<file path="src/rtl/hsf_pkg.sv">
package hsf_pkg;

  typedef enum logic [1:0] {
    ST_IDLE = 2'd0,
    ST_CMD  = 2'd1,
    ST_WAIT = 2'd2,
    ST_RSP  = 2'd3
  } hsf_state_e;

  typedef enum logic [1:0] {
    HS_NONE    = 2'd0,
    HS_STROBE  = 2'd1,
    HS_RELEASE = 2'd2,
    HS_OTHER   = 2'd3
  } hs_evt_e;

  typedef struct packed {
    logic       known;
    logic       arg_var;
    logic [7:0] arg_len;
    logic       rsp_var;
    logic [7:0] rsp_len;
  } cmd_shape_t;

  // Pair is {request_n, acknowledge_n}; only a change is an event.
  function automatic hs_evt_e hs_classify(input logic [1:0] pair, input logic [1:0] last);
    if (pair == last)       return HS_NONE;
    else if (pair == 2'b01) return HS_STROBE;
    else if (pair == 2'b10) return HS_RELEASE;
    else                    return HS_OTHER;
  endfunction

  function automatic cmd_shape_t mk_shape(input logic kn, input logic av, input logic [7:0] al,
                                          input logic rv, input logic [7:0] rl);
    cmd_shape_t s;
    s.known = kn; s.arg_var = av; s.arg_len = al; s.rsp_var = rv; s.rsp_len = rl;
    return s;
  endfunction

  function automatic cmd_shape_t cmd_shape(input logic [7:0] c);
    case (c)
      8'h10:   return mk_shape(1'b1, 1'b0, 8'd0, 1'b0, 8'd1);
      8'h20:   return mk_shape(1'b1, 1'b0, 8'd1, 1'b0, 8'd0);
      8'h21:   return mk_shape(1'b1, 1'b1, 8'd0, 1'b1, 8'd0);
      8'h30:   return mk_shape(1'b1, 1'b0, 8'd4, 1'b0, 8'd0);
      8'h38:   return mk_shape(1'b1, 1'b0, 8'd0, 1'b0, 8'd4);
      8'h40:   return mk_shape(1'b1, 1'b1, 8'd0, 1'b0, 8'd2);
      8'h50:   return mk_shape(1'b1, 1'b0, 8'd2, 1'b1, 8'd0);
      default: return c[7] ? mk_shape(1'b0, 1'b0, 8'd0, 1'b0, 8'd3)
                           : mk_shape(1'b0, 1'b0, 8'd0, 1'b1, 8'd0);
    endcase
  endfunction

endpackage

</file>
<file path="src/rtl/hsf_handshake.sv">
module hsf_handshake
  import hsf_pkg::*;
(
  input  logic clk,
  input  logic rst_n,
  input  logic req_n,
  input  logic hold,
  output logic ack_n,
  output logic ev_strobe,
  output logic ev_release
);

  logic [1:0] last_q;
  logic [1:0] pair;
  hs_evt_e    evt;

  assign pair       = {req_n, ack_n};
  assign evt        = hold ? HS_NONE : hs_classify(pair, last_q);
  assign ev_strobe  = (evt == HS_STROBE);
  assign ev_release = (evt == HS_RELEASE);

  always_ff @(posedge clk or negedge rst_n) begin
    if (!rst_n) begin
      ack_n  <= 1'b1;
      last_q <= 2'b11;
    end else begin
      case (evt)
        HS_RELEASE: begin ack_n <= 1'b1; last_q <= 2'b11; end
        HS_STROBE:  begin ack_n <= 1'b0; last_q <= 2'b00; end
        HS_OTHER:   last_q <= pair;
        default:    ;
      endcase
    end
  end

endmodule

</file>
<file path="src/rtl/hsf_byte_store.sv">
module hsf_byte_store #(
  parameter int DEPTH = 32,
  parameter int AW    = 5
) (
  input  logic          clk,
  input  logic          rst_n,
  input  logic          wr_en,
  input  logic [AW-1:0] wr_idx,
  input  logic [7:0]    wr_data,
  input  logic [AW-1:0] rd_idx,
  output logic [7:0]    rd_data
);

  logic [7:0] mem [DEPTH];

  always_ff @(posedge clk or negedge rst_n) begin
    if (!rst_n) begin
      for (int i = 0; i < DEPTH; i++) mem[i] <= 8'h00;
    end else if (wr_en) begin
      mem[wr_idx] <= wr_data;
    end
  end

  assign rd_data = mem[rd_idx];

endmodule

</file>
<file path="src/rtl/hs_cmd_framer.sv">
module hs_cmd_framer
  import hsf_pkg::*;
#(
  parameter  int BUF_DEPTH = 32,
  localparam int AW        = $clog2(BUF_DEPTH)
) (
  input  logic          clk,
  input  logic          rst_n,
  input  logic          host_req_n,
  output logic          ack_n,
  input  logic          host_wr,
  input  logic [7:0]    sr_in,
  output logic [7:0]    sr_out,
  output logic          sr_irq,
  output logic          disp_valid,
  output logic [7:0]    disp_cmd,
  output logic [7:0]    disp_argc,
  input  logic [AW-1:0] arg_rd_idx,
  output logic [7:0]    arg_rd_data,
  input  logic          exec_done,
  input  logic [7:0]    exec_rsp_len,
  input  logic          rsp_wr_en,
  input  logic [AW-1:0] rsp_wr_idx,
  input  logic [7:0]    rsp_wr_data
);

  hsf_state_e st_q, st_d;
  logic [7:0] cmd_q, cmd_d, arg_len_q, arg_len_d, arg_cnt_q, arg_cnt_d;
  logic [7:0] rsp_len_q, rsp_len_d, rsp_size_q, rsp_size_d, rsp_cnt_q, rsp_cnt_d;
  logic       known_q, known_d, arg_need_q, arg_need_d, rsp_var_q, rsp_var_d;
  logic [7:0] sr_out_q, sr_out_d;
  logic       irq_q, irq_d;

  // Named internal events, also observed by the bound checker
  logic       ev_strobe, ev_release, hs_hold, dir_ok, take_byte, arg_we;
  logic       args_fin, fin_known, fin_var;
  logic [7:0] fin_len, rsp_rd_data;
  cmd_shape_t shp;

  assign hs_hold   = (st_q == ST_WAIT);
  assign dir_ok    = (st_q == ST_RSP) ? !host_wr : host_wr;
  assign take_byte = ev_strobe && dir_ok;
  assign shp       = cmd_shape(sr_in);
  assign arg_we    = take_byte && (st_q == ST_CMD) && !arg_need_q && (int'(arg_cnt_q) < BUF_DEPTH);

  hsf_handshake u_hs (
    .clk        (clk),
    .rst_n      (rst_n),
    .req_n      (host_req_n),
    .hold       (hs_hold),
    .ack_n      (ack_n),
    .ev_strobe  (ev_strobe),
    .ev_release (ev_release)
  );

  hsf_byte_store #(.DEPTH(BUF_DEPTH), .AW(AW)) u_arg_buf (
    .clk     (clk),
    .rst_n   (rst_n),
    .wr_en   (arg_we),
    .wr_idx  (arg_cnt_q[AW-1:0]),
    .wr_data (sr_in),
    .rd_idx  (arg_rd_idx),
    .rd_data (arg_rd_data)
  );

  hsf_byte_store #(.DEPTH(BUF_DEPTH), .AW(AW)) u_rsp_buf (
    .clk     (clk),
    .rst_n   (rst_n),
    .wr_en   (rsp_wr_en),
    .wr_idx  (rsp_wr_idx),
    .wr_data (rsp_wr_data),
    .rd_idx  (rsp_cnt_q[AW-1:0]),
    .rd_data (rsp_rd_data)
  );

  assign fin_known = (st_q == ST_IDLE) ? shp.known   : known_q;
  assign fin_var   = (st_q == ST_IDLE) ? shp.rsp_var : rsp_var_q;
  assign fin_len   = (st_q == ST_IDLE) ? shp.rsp_len : rsp_len_q;

  always_comb begin
    st_d       = st_q;      cmd_d     = cmd_q;     known_d   = known_q;
    arg_len_d  = arg_len_q; arg_cnt_d = arg_cnt_q; arg_need_d = arg_need_q;
    rsp_len_d  = rsp_len_q; rsp_cnt_d = rsp_cnt_q; rsp_var_d = rsp_var_q;
    rsp_size_d = rsp_size_q; sr_out_d = sr_out_q;
    irq_d      = 1'b0;
    args_fin   = 1'b0;
    if (st_q == ST_WAIT) begin
      if (exec_done) begin
        rsp_size_d = exec_rsp_len;
        st_d = (!rsp_var_q && rsp_len_q == 8'd0) ? ST_IDLE : ST_RSP;
      end
    end else if (take_byte) begin
      irq_d = 1'b1;
      case (st_q)
        ST_IDLE: begin
          cmd_d      = sr_in;        known_d   = shp.known;
          arg_len_d  = shp.arg_len;  arg_need_d = shp.arg_var;
          rsp_len_d  = shp.rsp_len;  rsp_var_d = shp.rsp_var;
          rsp_size_d = 8'd0;         arg_cnt_d = 8'd0;  rsp_cnt_d = 8'd0;
          st_d       = ST_CMD;
          args_fin   = !shp.arg_var && (shp.arg_len == 8'd0);
        end
        ST_CMD: begin
          if (arg_need_q) begin
            arg_len_d  = sr_in;
            arg_need_d = 1'b0;
            args_fin   = (sr_in == 8'd0);
          end else begin
            arg_cnt_d = arg_cnt_q + 8'd1;
            args_fin  = (arg_cnt_d == arg_len_q);
          end
        end
        ST_RSP: begin
          if (rsp_var_q) begin
            sr_out_d  = rsp_size_q;
            rsp_len_d = rsp_size_q;
            rsp_var_d = 1'b0;
            if (rsp_size_q == 8'd0) st_d = ST_IDLE;
          end else begin
            sr_out_d  = (known_q && int'(rsp_cnt_q) < BUF_DEPTH) ? rsp_rd_data : 8'h00;
            rsp_cnt_d = rsp_cnt_q + 8'd1;
            if (rsp_cnt_d == rsp_len_q) st_d = ST_IDLE;
          end
        end
        default: ;
      endcase
      if (args_fin) begin
        if (fin_known)                        st_d = ST_WAIT;
        else if (!fin_var && fin_len == 8'd0) st_d = ST_IDLE;
        else                                  st_d = ST_RSP;
      end
    end
  end

  always_ff @(posedge clk or negedge rst_n) begin
    if (!rst_n) begin
      st_q       <= ST_IDLE; cmd_q     <= 8'h00; known_q    <= 1'b0;
      arg_len_q  <= 8'd0;    arg_cnt_q <= 8'd0;  arg_need_q <= 1'b0;
      rsp_len_q  <= 8'd0;    rsp_cnt_q <= 8'd0;  rsp_var_q  <= 1'b0;
      rsp_size_q <= 8'd0;    sr_out_q  <= 8'h00; irq_q      <= 1'b0;
    end else begin
      st_q       <= st_d;       cmd_q     <= cmd_d;     known_q    <= known_d;
      arg_len_q  <= arg_len_d;  arg_cnt_q <= arg_cnt_d; arg_need_q <= arg_need_d;
      rsp_len_q  <= rsp_len_d;  rsp_cnt_q <= rsp_cnt_d; rsp_var_q  <= rsp_var_d;
      rsp_size_q <= rsp_size_d; sr_out_q  <= sr_out_d;  irq_q      <= irq_d;
    end
  end

  assign sr_out     = sr_out_q;
  assign sr_irq     = irq_q;
  assign disp_valid = (st_q == ST_WAIT);
  assign disp_cmd   = cmd_q;
  assign disp_argc  = arg_len_q;

endmodule

</file>
<file path="config.mk">
export PLATFORM = sky130hd
export DESIGN_NAME = hs_cmd_framer
export DESIGN_NICKNAME = d
export VERILOG_FILES = /design/src/rtl/hsf_pkg.sv /design/src/rtl/hsf_handshake.sv /design/src/rtl/hsf_byte_store.sv /design/src/rtl/hs_cmd_framer.sv
export SDC_FILE = /design/constraint.sdc
export NUM_CORES = 1
export LEC_CHECK = 0
export BUFFER_PORTS_ARGS = -buffer_cell sky130_fd_sc_hd__buf_2
export CAP_MARGIN = 15
export CORE_MARGIN = 2
export CORE_UTILIZATION = 55
export CTS_CLUSTER_DIAMETER = 100
export DETAILED_ROUTE_END_ITERATION = 8
export PLACE_DENSITY = 0.68
export SYNTH_ARGS = -nofsm -noshare
export SYNTH_HDL_FRONTEND = slang
export SYNTH_HIERARCHICAL = 1
export SYNTH_SLANG_ARGS = --single-unit
</file>
<file path="constraint.sdc">
create_clock -name clk -period 12.45 [get_ports clk]
set_input_delay 3.735 -clock clk [delete_from_list [all_inputs] [get_ports clk]]
set_output_delay 3.735 -clock clk [all_outputs]
set_load 0.005 [all_outputs]
</file>
# == Word-level counts from Yosys, hierarchy flattened ==
# Cells that the tools add are included.
# word_totals
regBits,577
output_inout_bits,35
# op_classes
add_sub_neg,2
order_cmp,8
n_eq_ne,25
mux,57
bitwise_logic,5
n_reduce_logical,39
# ops
op,n
bitwise mux 256 bit,2
two-way mux 8 bit,17
one-hot mux 19 bit (7 select lines),1
binary-select mux 8 bit (select 5 bit),2
demux 8 bit (select 5 bit),2
one-hot mux 8 bit (2 select lines),4
logical NOT 8 bit,5
equality test 8 x 6 -> 1 bit (second input constant),4
two-way mux 2 bit,13
greater-or-equal comparator 6 bit (second input constant),4
NOT 5 -> 6 bit,4
adder 8 x 1 -> 8 bit (second input constant),2
equality test 8 x 7 -> 1 bit (second input constant),2
equality test 8 bit,2
less-than comparator 8 x 6 -> 1 bit (second input constant),2
AND reduction 4 bit,4
AND reduction 3 bit,5
less-than comparator 6 x 1 -> 1 bit (second input constant),2
equality test 2 bit (second input constant),5
logical AND 1 bit,10
inequality test 2 bit (second input constant),5
inequality test 5 x 2 -> 1 bit (second input constant),2
nonzero test 2 bit,5
two-way mux 1 bit,9
14 further kinds,23

# == Longest topological paths before layout ==
# depth
word_depth,12
depth_mapped,13
ltp_nobuf,12

# == Cells and area by module ==
# The synthesis kept the hierarchy.
# by_module_without_submodules
module,instances,cells_per_inst,area_per_inst_um2
hsf_byte_store,2,699,11648.7
hs_cmd_framer,1,427,3708.6
hsf_handshake,1,31,269.0

# == Worst setup path before layout ==
# No wires, ideal clock.
# synth_timing
path_kind,input-to-output
start,input arg_rd_idx[2]
end,output arg_rd_data[0]
t_arrival_ns,5.436
required_ns,8.715
setup_slack_ns,3.279
stages,5
path_buffers,2
cell_sequence,clkbuf_1 > buf_1 > mux4_2 > mux4_2 > mux2_2
# synth_between
elab_chain_len,4
# synth_rtl
element,line,rtl
from (decl),hs_cmd_framer.sv:18,"input logic [AW-1:0] arg_rd_idx,"
NOT 5 -> 6 bit (implied by the code),hsf_byte_store.sv:24,assign rd_data = mem[rd_idx];
binary-select mux 8 bit (select 5 bit),hsf_byte_store.sv:24,
two-way mux 8 bit (implied by the code) (2 in a row),hsf_byte_store.sv:24,
to (decl),hs_cmd_framer.sv:19,"output logic [7:0] arg_rd_data,"
# No other way between the ends. The select of a mux whose other input is x is not followed.

# == Final worst setup path ==
# layout_timing
start,input arg_rd_idx[1]
end,output arg_rd_data[6]
# The elaborated chain is that of the path after synthesis.

==> results.py <==
metrics = {
    "run_status": {
        "status": "finished clean",
    },
    "detailed_routing": {
        "avgViaCountPerCell": 6.23,
        "drc": 0,
        "drt-pass1-iter-count": 7,
        "drt-total-wl_um": 64600,
        "vias": 16100,
        "routedWlPerCell_um": 25.0,
        "drt_iter0_drc": 1481,
        "postRouteAntennaNets": 0,
    },
    "cells_and_area": {
        "final-seq-area_um2": 14400,
        "fin_util": 0.614,
        "final_common_cell": "dfrtp_1",
        "multi_input_area_um2": 12200,
        "diodes": 0,
        "final_area_um2": 30100,
        "area_delta_synth_final_pct": 10.3,
        "nNetsFinal": 1925,
        "fillerInstances": 3728,
        "drive_gt1_frac": 0.474,
        "final_cell_mix": "dfrtp_1, mux2_2, mux4_2",
    },
    "clock_tree": {
        "cts_resized": 0,
        "cts_hold_buffers": 0,
        "clockBufferDepth": 3,
        "cts.sinks": 577,
        "cts_root_buffer": "clkbuf_16",
        "postCtsSetupBuffers": 0,
        "cts.htree.levels": 2,
        "clk_pin_slew_ns": 0.06,
        "insertion_delay_ns": 0.63,
        "cts_tree": "done",
        "cts_buffers": 60,
    },
    "sta": {
        "rsz0062_at_grt": "false",
        "hold_violations": 0,
        "hold_ws_ns": 0.487,
        "min_period_over_period": 0.813,
        "tns_ns": 0,
        "fmax_mhz": 98.8,
        "setup_violations": 0,
        "slew_headroom": 0.295,
        "worst_pin_slew_ns": 1.05,
        "min_period_ns": 10.13,
        "skew_ns": 0.0220,
        "setup_slack_ns": 2.32,
        "finalMaxSlewViolations": 0,
    },
    "floorplanning": {
        "coreArea_um2": 49000,
        "start_util": 0.557,
        "die_area_um2": 51400,
        "rows": 81,
        "die_height_um": 227,
        "die_w_um": 227,
        "num_io_pins": 75,
    },
    "yosys": {
        "synth_area_um2": 27300,
        "syn_avg_cell_area_um2": 14.7,
        "syn-instance-count": 1855,
        "synth_nets": 1905,
        "yosys_warnings": 6,
    },
    "critical_path": {
        "worstSetupStartpointType": "input pin",
        "endpoint_kind": "output port",
        "arrival_ns": 6.39,
        "reg2reg_depth": 10,
        "crit_type": "in -> out",
        "required_ns": 8.71,
        "critPathMaxFanout": 48,
    },
    "worst_hold_path": {
        "holdPathStages": 1,
        "hp-class": "reg -> reg",
    },
    "power_and_ir_drop": {
        "power_density_nw_per_um2": 188,
        "leakagePower_nw": 13.7,
        "vdd.ir_drop.worst_v": 0.000121,
    },
    "global_route": {
        "grt_pass1_vias": 16600,
        "track_usage": 0.262,
        "grt_antenna_before_repair": 0,
        "grt_overflow_total": 0,
        "grt_pass1_wl_um": 102000,
        "grt_max_degree": 150,
    },
    "placement": {
        "hpwl_um": 41700,
        "place_ws_ns": 2.24,
        "place_area_um2": 28000,
        "port_buffers": 74,
        "place.gp.congestion": 0.836,
    },
    "flow_run": {
        "maxCapViolations": 0,
    },
}
-- report_power, final --
part | internal (mW) | switching [mW]
Sequential | 2.19 | 0.269
Combinational | 0.714 | 0.654
Clock | 1.07 | 0.748
Total | 3.98 | 1.67
-- worst max-delay path, cell delays in order --
cell and delay (ns):
buf_4 0.67, buf_4 0.46, mux4_2 0.56, mux4_2 0.52
mux2_2 0.29, buf_2 0.13
-- state kept, by name, indices dropped and copies added, names as in the netlist, 2 cells and up --
signal,cells
u_arg_buf/mem,256
u_hs/last_q,2
disp_cmd,8
rsp_size_q,8
rsp_len_q,8
rsp_cnt_q,8
arg_cnt_q,8
sr_out,8
u_rsp_buf/mem,256
disp_argc,8
st_q,2
-- layout make-up --
type | count | area share
Clock buffer | 85 | 0.0591
Tap cell | 664 | 0.0276
Clock inverter | 23 | 0.00828
Timing Repair Buffer | 89 | 0.0169
Multi-Input combinational cell | 1124 | 0.405
Sequential cell | 577 | 0.481
Inverter | 23 | 0.00295
-- worst paths after layout --
check / start / endpoint / slack (ns)
setup / recovery: arg_rd_idx[1] / arg_rd_data[6] / 2.32
hold / removal: disp_cmd[7] / disp_cmd[7] / 0.49
setup reg to reg: st_q[0] / u_arg_buf/mem[68] / 7.65
hold reg to reg: disp_cmd[7] / disp_cmd[7] / 0.49
max in group asynchronous: rst_n / u_arg_buf/mem[55] / 7.12
min in group asynchronous: rst_n / rsp_len_q[6] / 3.07
-- routing by layer --
layer  global-route usage  wire [µm]  part of all wire
met1                0.381      28600              0.44
met2                0.405      30600              0.47
met3               0.0520       3860             0.060
met4               0.0747       1440             0.022
met5                    0          0                 0
-- metrics by stage --
| stage | power, mW | std cells |
|---|---|---|
| 2_1_floorplan | 3.43 | 1855 |
| 3_3_place_gp | 3.81 | 2477 |
| 3_5_place_dp | 3.86 | 2477 |
| 4_1_cts | 5.70 | 2585 |
| 5_1_grt | 5.93 | 2585 |
| 6_report | 5.65 | 2585 |
No activity file was read; power rests on OpenSTA's default activity.
